[src/rtl/qct_pkg.sv]
package qct_pkg;
    localparam int DW    = 8;
    localparam int NCH   = 4;
    localparam int CHW   = $clog2(NCH);
    localparam int BASEW = DW - CHW - 1;

    typedef logic [DW-1:0] byte_t;

    typedef struct packed {
        logic irq_en;
        logic ext_count;
        logic pre_long;
        logic rise;
        logic await_trig;
        logic tc_next;
        logic halt;
        logic is_ctrl;
    } ctl_t;

    typedef enum logic [1:0] {CH_IDLE, CH_ARMED, CH_RUN} chst_t;

    // index of the lowest set bit (highest priority)
    function automatic logic [CHW-1:0] first_idx(input logic [NCH-1:0] v);
        logic [CHW-1:0] r;
        r = '0;
        for (int i = NCH - 1; i >= 0; i--) begin
            if (v[i]) r = CHW'(i);
        end
        return r;
    endfunction

    function automatic logic [NCH-1:0] lowest_bit(input logic [NCH-1:0] v);
        return v & (~v + NCH'(1));
    endfunction

    function automatic byte_t make_vec(input logic [BASEW-1:0] base,
                                       input logic [CHW-1:0] ch);
        return {base, ch, 1'b0};
    endfunction
endpackage

[src/rtl/qct_edge_det.sv]
module qct_edge_det (
    input  logic clk,
    input  logic rst,
    input  logic din,
    input  logic rise_sel,
    output logic hit
);
    logic prev;

    always_ff @(posedge clk) begin
        if (rst) prev <= 1'b0;
        else     prev <= din;
    end

    assign hit = rise_sel ? (din & ~prev) : (~din & prev);
endmodule

[src/rtl/qct_prescaler.sv]
module qct_prescaler #(
    parameter int PRE_SHORT = 16,
    parameter int PRE_LONG  = 256
) (
    input  logic clk,
    input  logic rst,
    input  logic clr,
    input  logic en,
    input  logic long_sel,
    output logic tick
);
    localparam int PW = (PRE_LONG > 1) ? $clog2(PRE_LONG) : 1;

    logic [PW-1:0] pre;
    logic [PW-1:0] limit;

    assign limit = long_sel ? PW'(PRE_LONG - 1) : PW'(PRE_SHORT - 1);
    assign tick  = en && (pre == limit);

    always_ff @(posedge clk) begin
        if (rst || clr)  pre <= '0;
        else if (tick)   pre <= '0;
        else if (en)     pre <= pre + PW'(1);
    end
endmodule

[src/rtl/qct_channel.sv]
module qct_channel
    import qct_pkg::*;
#(
    parameter int PRE_SHORT = 16,
    parameter int PRE_LONG  = 256
) (
    input  logic  clk,
    input  logic  rst,
    input  logic  wr,
    input  byte_t wdata,
    input  logic  trig,
    output logic  zc,
    output logic  irq_en,
    output logic  wait_tc
);
    ctl_t  ctl;
    chst_t st;
    byte_t tconst;
    byte_t cnt;
    logic  hit, pre_tick, pre_clr, pre_en, step, load, start;

    qct_edge_det u_edge (
        .clk      (clk),
        .rst      (rst),
        .din      (trig),
        .rise_sel (ctl.rise),
        .hit      (hit)
    );

    assign load    = wr && wait_tc;
    assign start   = !wr && (st == CH_ARMED) && hit;
    assign pre_clr = load || start;
    assign pre_en  = !wr && (st == CH_RUN) && !ctl.ext_count;

    qct_prescaler #(
        .PRE_SHORT (PRE_SHORT),
        .PRE_LONG  (PRE_LONG)
    ) u_pre (
        .clk      (clk),
        .rst      (rst),
        .clr      (pre_clr),
        .en       (pre_en),
        .long_sel (ctl.pre_long),
        .tick     (pre_tick)
    );

    assign step   = !wr && (st == CH_RUN) && (ctl.ext_count ? hit : pre_tick);
    assign irq_en = ctl.irq_en;

    always_ff @(posedge clk) begin
        if (rst) begin
            ctl     <= '0;
            st      <= CH_IDLE;
            tconst  <= '0;
            cnt     <= '0;
            wait_tc <= 1'b0;
            zc      <= 1'b0;
        end else begin
            zc <= 1'b0;
            if (load) begin
                tconst  <= wdata;
                cnt     <= wdata;
                wait_tc <= 1'b0;
                st      <= (!ctl.ext_count && ctl.await_trig) ? CH_ARMED : CH_RUN;
            end else if (wr && wdata[0]) begin
                ctl <= ctl_t'(wdata);
                if (wdata[2]) wait_tc <= 1'b1;
                if (wdata[1]) st      <= CH_IDLE;
            end else if (start) begin
                st <= CH_RUN;
            end else if (step) begin
                if (cnt == byte_t'(1)) begin
                    cnt <= tconst;
                    zc  <= 1'b1;
                end else begin
                    cnt <= cnt - byte_t'(1);
                end
            end
        end
    end
endmodule

[src/rtl/qct_irq_ctrl.sv]
module qct_irq_ctrl
    import qct_pkg::*;
(
    input  logic             clk,
    input  logic             rst,
    input  logic [NCH-1:0]   term,
    input  logic             ien_in,
    input  logic             inta,
    input  logic             reti,
    input  logic             base_we,
    input  logic [BASEW-1:0] base_d,
    output logic             int_req,
    output logic             ien_out,
    output byte_t            vec_out,
    output logic             vec_valid
);
    logic [NCH-1:0]   ip, isv, active, ack_mask, reti_mask;
    logic [CHW-1:0]   win;
    logic [BASEW-1:0] base;
    logic             ack;

    assign active    = ip | isv;
    assign win       = first_idx(active);
    assign int_req   = ien_in && (|active) && ip[win] && !isv[win];
    assign ien_out   = ien_in && !(|active);
    assign ack       = inta && int_req;
    assign ack_mask  = ack ? (NCH'(1) << win) : '0;
    assign reti_mask = reti ? lowest_bit(isv) : '0;

    always_ff @(posedge clk) begin
        if (rst) begin
            ip        <= '0;
            isv       <= '0;
            base      <= '0;
            vec_out   <= '0;
            vec_valid <= 1'b0;
        end else begin
            ip        <= (ip & ~ack_mask) | term;
            isv       <= (isv & ~reti_mask) | ack_mask;
            vec_valid <= ack;
            if (ack)     vec_out <= make_vec(base, win);
            if (base_we) base    <= base_d;
        end
    end
endmodule

[src/rtl/quad_ctr_timer.sv]
module quad_ctr_timer
    import qct_pkg::*;
#(
    parameter int PRE_SHORT = 16,
    parameter int PRE_LONG  = 256
) (
    input  logic           clk,
    input  logic           rst,
    input  logic           wr_en,
    input  logic [CHW-1:0] wr_sel,
    input  logic [DW-1:0]  wr_data,
    input  logic [NCH-1:0] trig_in,
    output logic [NCH-1:0] zc_out,
    input  logic           ien_in,
    output logic           ien_out,
    output logic           int_req,
    input  logic           inta,
    input  logic           reti,
    output logic [DW-1:0]  vec_out,
    output logic           vec_valid
);
    logic [NCH-1:0] irq_en, wait_tc, term;
    logic           base_we;

    for (genvar g = 0; g < NCH; g++) begin : g_ch
        qct_channel #(
            .PRE_SHORT (PRE_SHORT),
            .PRE_LONG  (PRE_LONG)
        ) u_ch (
            .clk     (clk),
            .rst     (rst),
            .wr      (wr_en && (wr_sel == CHW'(g))),
            .wdata   (wr_data),
            .trig    (trig_in[g]),
            .zc      (zc_out[g]),
            .irq_en  (irq_en[g]),
            .wait_tc (wait_tc[g])
        );
        assign term[g] = zc_out[g] & irq_en[g];
    end

    assign base_we = wr_en && (wr_sel == '0) && !wr_data[0] && !wait_tc[0];

    qct_irq_ctrl u_irq (
        .clk       (clk),
        .rst       (rst),
        .term      (term),
        .ien_in    (ien_in),
        .inta      (inta),
        .reti      (reti),
        .base_we   (base_we),
        .base_d    (wr_data[DW-1:CHW+1]),
        .int_req   (int_req),
        .ien_out   (ien_out),
        .vec_out   (vec_out),
        .vec_valid (vec_valid)
    );
endmodule

[config.mk]
export PLATFORM = sky130hd
export DESIGN_NAME = quad_ctr_timer
export DESIGN_NICKNAME = d
export VERILOG_FILES = /design/src/rtl/qct_pkg.sv /design/src/rtl/qct_edge_det.sv /design/src/rtl/qct_prescaler.sv /design/src/rtl/qct_channel.sv /design/src/rtl/qct_irq_ctrl.sv /design/src/rtl/quad_ctr_timer.sv
export SDC_FILE = /design/constraint.sdc
export NUM_CORES = 1
export LEC_CHECK = 0
export BUFFER_PORTS_ARGS = -buffer_cell sky130_fd_sc_hd__buf_2
export CAP_MARGIN = 20
export CORE_MARGIN = 2
export CORE_UTILIZATION = 61
export CTS_CLUSTER_DIAMETER = 150
export CTS_CLUSTER_SIZE = 16
export DETAILED_ROUTE_END_ITERATION = 10
export GPL_TIMING_DRIVEN = 0
export PLACE_DENSITY = 0.79
export SYNTH_ARGS = -nofsm -noshare
export SYNTH_HDL_FRONTEND = slang
export SYNTH_SLANG_ARGS = --single-unit
export TNS_END_PERCENT = 10
[constraint.sdc]
create_clock -name clk -period 3 [get_ports clk]
set_clock_uncertainty 0.15 [all_clocks]
set_input_delay 0.45 -clock clk [delete_from_list [all_inputs] [get_ports clk]]
set_output_delay 0.45 -clock clk [all_outputs]
set_load 0.1 [all_outputs]
Word level (Yosys, flattened, before mapping)
Cells that the tools add are included.
{"block": "word_totals", "register_bits": 157, "in_bits": 20, "out_inout_bits": 15, "elab_cells": 300}
{"block": "op_classes", "add_sub_neg": 9, "magnitude_cmp": 1, "eq_ne": 31, "shift": 1, "n_mux": 63, "bitwise": 37, "reduce_logical": 105}
{"op": "8-bit 2-to-1 mux", "count": 24}
{"op": "1-bit logical AND", "count": 47}
{"op": "2-bit 2-to-1 mux", "count": 21}
{"op": "8-bit by 1-bit adder with 8-bit output (second input constant)", "count": 4}
{"op": "8-bit by 1-bit == test with 1-bit output (second input constant)", "count": 4}
{"op": "8-bit == test", "count": 4}
{"op": "8-bit by 1-bit subtractor with 8-bit output (second input constant)", "count": 4}
{"op": "2-bit AND reduction", "count": 12}
{"op": "5-bit OR reduction", "count": 4}
{"op": "2-bit by 1-bit inequality test with 1-bit output (second input constant)", "count": 8}
{"op": "1-bit NOT", "count": 16}
{"op": "2-bit OR reduction", "count": 8}
{"op": "1-bit 2-to-1 mux", "count": 14}
{"op": "1-bit bitwise AND", "count": 12}
{"op": "4-bit bitwise AND", "count": 3}
{"op": "2-bit == test (second input constant)", "count": 6}
{"op": "1-bit zero test", "count": 12}
{"op": "3-bit by 2-bit inequality test with 1-bit output (second input constant)", "count": 4}
{"op": "4-bit NOT", "count": 3}
{"op": "4-bit bitwise OR", "count": 3}
{"op": "3-bit AND reduction", "count": 4}
{"op": "3-bit nonzero test", "count": 4}
{"op": "2-bit by 1-bit == test with 1-bit output (second input constant)", "count": 5}
{"op": "1-bit logical OR", "count": 8}
{"op": "8 further kinds", "count": 13}

Logic depth before layout (Yosys ltp)
{"block": "logic_depth", "depth_word": 14, "ltp_mapped": 9, "ltp_nobuf": 8}

Hierarchy
From an unflattened synthesis, not the netlist that was laid out.
{"block": "hier_totals", "hier_cells": 900, "area_unflattened_um2": 7800.0}
{"module": "qct_channel at g_ch[0].u_ch ...", "instances": 3, "cells_per_inst": 150, "area_per_inst_um2": 1219.9, "seq_area_each_um2": 500.5}
{"module": "qct_prescaler", "instances": 4, "cells_per_inst": 44, "area_per_inst_um2": 425.4, "seq_area_each_um2": 160.2}
{"module": "qct_channel at g_ch[1].u_ch", "instances": 1, "cells_per_inst": 149, "area_per_inst_um2": 1218.7, "seq_area_each_um2": 500.5}
{"module": "qct_irq_ctrl", "instances": 1, "cells_per_inst": 93, "area_per_inst_um2": 950.9, "seq_area_each_um2": 420.4}
{"module": "qct_edge_det", "instances": 4, "cells_per_inst": 5, "area_per_inst_um2": 48.8, "seq_area_each_um2": 20.0}
{"module": "quad_ctr_timer", "instances": 1, "cells_per_inst": 12, "area_per_inst_um2": 73.8, "seq_area_each_um2": 0.0}

Worst setup path before layout
Ideal clock, no wire load.
{"block": "synth_path", "kind": "flip-flop to output port", "from": "register u_irq.ip[3]", "to": "output int_req", "arrival_ns": 2.992, "required_ns": 2.400, "slack_ns": -0.592, "path_stages_with_launch": 6, "n_path_buf": 0, "cell_sequence": "dfxtp_1 nor2b_1 o21bai_1 a21oi_1 nor2_1 nor3b_1"}
{"block": "synth_between", "elab_chain_cells": 9, "word_cells_on_any_way": 14}
{"item": "start: declaration", "line_no": "qct_irq_ctrl.sv:17", "rtl": "logic [NCH-1:0] ip, isv, active, ack_mask, reti_mask;"}
{"item": "start signal: assignment", "line_no": "qct_irq_ctrl.sv:38", "rtl": "ip <= (ip & ~ack_mask) | term;"}
{"item": "4-bit bitwise OR", "line_no": "qct_irq_ctrl.sv:22", "rtl": "assign active = ip | isv;"}
{"item": "2-bit 2-to-1 mux (4 in series)", "line_no": "qct_pkg.sv:27", "rtl": "if (v[i]) r = CHW'(i);"}
{"item": "1-bit binary-select mux with 2-bit select", "line_no": "qct_irq_ctrl.sv:24", "rtl": "assign int_req = ien_in && (|active) && ip[win] && !isv[win];"}
{"item": "1-bit 2-to-1 mux (implied by the code)", "line_no": "qct_irq_ctrl.sv:24"}
{"item": "1-bit logical AND or 1-bit zero test (tied branches)", "line_no": "qct_irq_ctrl.sv:24"}
{"item": "1-bit logical AND (*)", "line_no": "qct_irq_ctrl.sv:24"}
{"item": "end: declaration", "line_no": "quad_ctr_timer.sv:16", "rtl": "output logic int_req,"}
Every way passes the cells marked *; elsewhere a longest branch is shown, timed or not. The select of a mux whose other input is x is not followed.

Worst setup path in the final report
{"block": "layout_path", "from": "register u_irq.isv[0]", "to": "output ien_out"}
{"block": "layout_between", "elab_chain_cells": 4}
{"item": "start: declaration", "line_no": "qct_irq_ctrl.sv:17"}
{"item": "start signal: assignment", "line_no": "qct_irq_ctrl.sv:39", "rtl": "isv <= (isv & ~reti_mask) | ack_mask;"}
{"item": "4-bit bitwise OR", "line_no": "qct_irq_ctrl.sv:22"}
{"item": "4-bit OR reduction", "line_no": "qct_irq_ctrl.sv:25", "rtl": "assign ien_out = ien_in && !(|active);"}
{"item": "1-bit zero test", "line_no": "qct_irq_ctrl.sv:25"}
{"item": "1-bit logical AND", "line_no": "qct_irq_ctrl.sv:25"}
{"item": "end: declaration", "line_no": "quad_ctr_timer.sv:15", "rtl": "output logic ien_out,"}
No other way between the ends.

==> results.md <==
* Number of gates resized after CTS at 0
* Core Util, Final at 0.7064
* Predominant post-synthesis flop cell: dfxtp_1
* Final critical-path setup slack at 0.1533 ns
* Met1 Use GR at 0.3961
* Total Routing Usage GR at 0.2902
* Unrepaired setup endpoints after global routing: false
* Initial core utilization at 0.6273
* Y dimension of the die at 115.1 µm
* Highest fanout seen on the critical path at 7
* Clock edge transition at the registers on the reported setup and hold paths at 0.06 ns
* Most used routing layer: met2
* Wire length of the first global-routing pass at 30000 µm
* Via count of the first global-routing pass at 6178
* Crit path kind: reg -> out
* Cells after DPL at 1109
* Synth area leaders: dfxtp_1, nor2_1, nand2_1
* Number of nets in the layout at 1013
* Most frequent cells after synthesis: dfxtp_1, nor2_1, nand2_1
* Antenna violations before repair at 0
* Number of standard cells in the final layout excluding fillers at 1141
* Global route overflow at 0
* Leading area contributor after synthesis: dfxtp_1
* Number of cells on the worst reg-to-reg path at 7
* Met2 usage in global routing at 0.4514
* Sink Count at 157
* TritonCTS clock tree: built
* Final hold violations at 0
* Detailed router's first-iteration violation count at 653
* DRT Wirelength at 18820 µm
* Worst min path class: in -> reg
* Worst slew margin relative to its limit at 0.4251
* Crit path time final at 2.847 ns
* Area occupied by multi-input gates at 4099 µm²
* Reported leakage power at 3.149 nW
* Total of fill cells in the finished design at 956
* Max Cap Viol at 0
* Average cell area after synthesis at 8.076 µm²
* Number of cells on the worst hold path at 2
* Drc violations at 0
* Proportion of netlist area held by the largest area contributor at 0.4171
* Global-route met3 utilization at 0.05693
* Sequential share of the synthesized area at 0.4171
* Achievable frequency at 351.3 MHz
* Detail Placement HPWL at 12820 µm
* Reg-to-reg setup timing slack at 0.53 ns
* Std-Cell Rows at 40
* Flip-flop and latch area at 3143 µm²
* Worst skew pair latency at 0.43 ns
* Worst slack on hold paths at 0.1095 ns
* Number of hold buffers added after cts at 0
* Worst voltage drop across the vdd grid at 0.4346 mV
* Area post-placement at 7869 µm²
* Nets in the synthesized netlist at 965
* Total power per unit cell area at 536.7 nW/µm²
* Comb pwr share at 0.046
* Total number of vias at 6804
* Crit Reg-Reg Startpoint: g_ch[3].u_ch.cnt[0]$_SDFFE_PP0P_
* Number of top-level pins at 35
* Clock power frac at 0.490
* Length of the first detailed-routing pass in iterations at 5
* Yosys warning count at 0
* Worst r2r dst: g_ch[3].u_ch.cnt[0]$_SDFFE_PP0P_
* Number of distinct library cells after synthesis at 77
* Top-count cell post-synth: dfxtp_1
* Fraction of synthesis flops using an asynchronous set or reset pin at 0
* I/O Buffers at 29
* Mapped Cells at 933
* Fin area at 8484 µm²
* Count of final max-slew check failures at 0
* Antenna-violating nets left at 0
* Max Root-Sink Buffers at 2
* Total standard cell area after synthesis at 7535 µm²
* TritonCTS Buffers at 17
* Number of storage elements in the synthesis netlist at 157
* CTS H-tree lvls at 4
* Die area at 13260 µm²
* Delay of the slowest cell on the worst path at 0.52 ns
* Root buf cell: clkbuf_16
* Signed area change from the synthesized netlist to the final layout at 12.60%
* Sequential fraction of design power at 0.464
* Required time worst endpoint at 2.40 ns
* Worst Setup Slack post-DPL at 0.4018 ns
* Switching part of the total power at 0.2352
* Result of the run: complete, no violations
* Via/cell ratio at 5.963
* Net switching power at 1.071 mW
* Cell internal pwr at 3.483 mW
* Sequence of cells on the critical path: nor4_1 -> nand2_1 -> nor2_1 -> buf_2
* Share of layout cells above drive strength 1 at 0.09859
* Critical Path Sink Type: output pin
* Actual transition at the worst max-transition pin at 0.8623 ns
* Data arrival time of the critical path at 2.25 ns
* Largest net degree at the start of global routing at 17
* Routed wire length per instance at 16.49 µm
* N_diodes at 0
* Final Cycle Share at 0.9489
* Startpoint type of the worst setup path: flop
* Count of endpoints failing setup in the final report at 0
* # Post-CTS Setup Buffers at 0
* Hold Crit Start: trig_in[3]
* Total design power at 4.554 mW
* End point of the worst hold path: g_ch[3].u_ch.u_edge.prev$_SDFF_PP0_
* Die Span X at 115.1 µm
* Placeable core region at 12010 µm²
* Gpl congestion at 0.9220
* Crit-path slowest cell: nor4_1
* Final-layout setup total negative slack at 0 ns
* Post-synth EDFFs at 0
==> worst max-delay path: cells and delay by family, from the launching register on <==
family / cells / cell delay [ns]
flops: 1 / 0.39
simple gates: 3 / 0.97
buf+inv: 1 / 0.47
==> layer usage <==
metal / share of wire / routed length [µm]
met5: 0 / 0
met4: 0.025 / 474
met2: 0.46 / 8588
met1: 0.46 / 8658
met3: 0.058 / 1093
==> logic make-up after synthesis <==
| logic type | after synthesis | synth area share |
|---|---|---|
| other cells | 1 | 0.0004977 |
| xor+xnor | 34 | 0.03952 |
| compound gates | 194 | 0.1646 |
| buf+inv | 68 | 0.03952 |
| flops | 157 | 0.4171 |
| mux | 32 | 0.04317 |
| simple gates | 435 | 0.2757 |
| fa+ha+maj | 12 | 0.01993 |
==> placed cells by master, fill, tap and decap left out, types with 7 or more instances in the layout <==
master	count
mux2i_1	28
a211oi_1	7
inv_1	14
o21ai_0	24
a311oi_1	8
nor3_1	24
dfxtp_1	157
nand3_1	29
o22ai_1	7
nor3b_1	9
buf_2	32
nand2b_1	10
a31oi_1	7
nand2_1	133
or3_1	10
ha_1	12
nor2b_1	8
clkbuf_1	41
nor2_1	147
nor4_1	9
clkbuf_16	17
xnor2_1	17
a21oi_1	82
o211ai_1	9
xor2_1	17
==> area by class of cell <==
| cell class | instances | area share |
|---|---|---|
| plain buffers | 54 | 0.02890 |
| clock buffers | 17 | 0.05014 |
| clock inverters | 15 | 0.02242 |
| inverters | 14 | 0.006194 |
| multi-input cells | 708 | 0.4831 |
| flip-flops and latches | 157 | 0.3704 |
| well taps | 147 | 0.02168 |
| repair buffers | 29 | 0.01711 |
==> flip-flops by register name, indices dropped and copies added (netlist names) <==
register,count
g_ch.u_ch.irq_en,4
g_ch.u_ch.cnt,32
g_ch.u_ch.wait_tc,4
g_ch.u_ch.ctl,16
u_irq.ip,4
u_irq.base,5
u_irq.vec_out,7
u_irq.isv,4
g_ch.u_ch.st,8
g_ch.u_ch.u_pre.pre,32
g_ch.u_ch.zc,4
g_ch.u_ch.u_edge.prev,4
u_irq.vec_valid,1
g_ch.u_ch.tconst,32
==> power by group through the flow <==
stage               sequential (mW)  clock (mW)  combinational [mW]
finish                         2.11        2.23               0.211
floorplan                      2.16           0               0.132
global route                   2.11        2.33               0.226
global placement               2.16           0               0.204
CTS                            2.11        2.24               0.207
detailed placement             2.16           0               0.206
==> worst max path at each step <==
| stage | startpoint | endpoint | cells past startpoint |
|---|---|---|---|
| after floorplan | u_irq.isv[1]$_SDFF_PP0_ | ien_out | 3 |
| after global placement | wr_en | g_ch[0].u_ch.u_pre.pre[4]$_SDFFE_PP0P_ | 8 |
| after detailed placement | wr_en | g_ch[0].u_ch.u_pre.pre[7]$_SDFFE_PP0P_ | 8 |
| after CTS | u_irq.isv[0]$_SDFF_PP0_ | ien_out | 4 |
| after global routing | u_irq.isv[0]$_SDFF_PP0_ | ien_out | 4 |
| final | u_irq.isv[0]$_SDFF_PP0_ | ien_out | 4 |
Note: power is estimated with default switching activity, not from simulation.
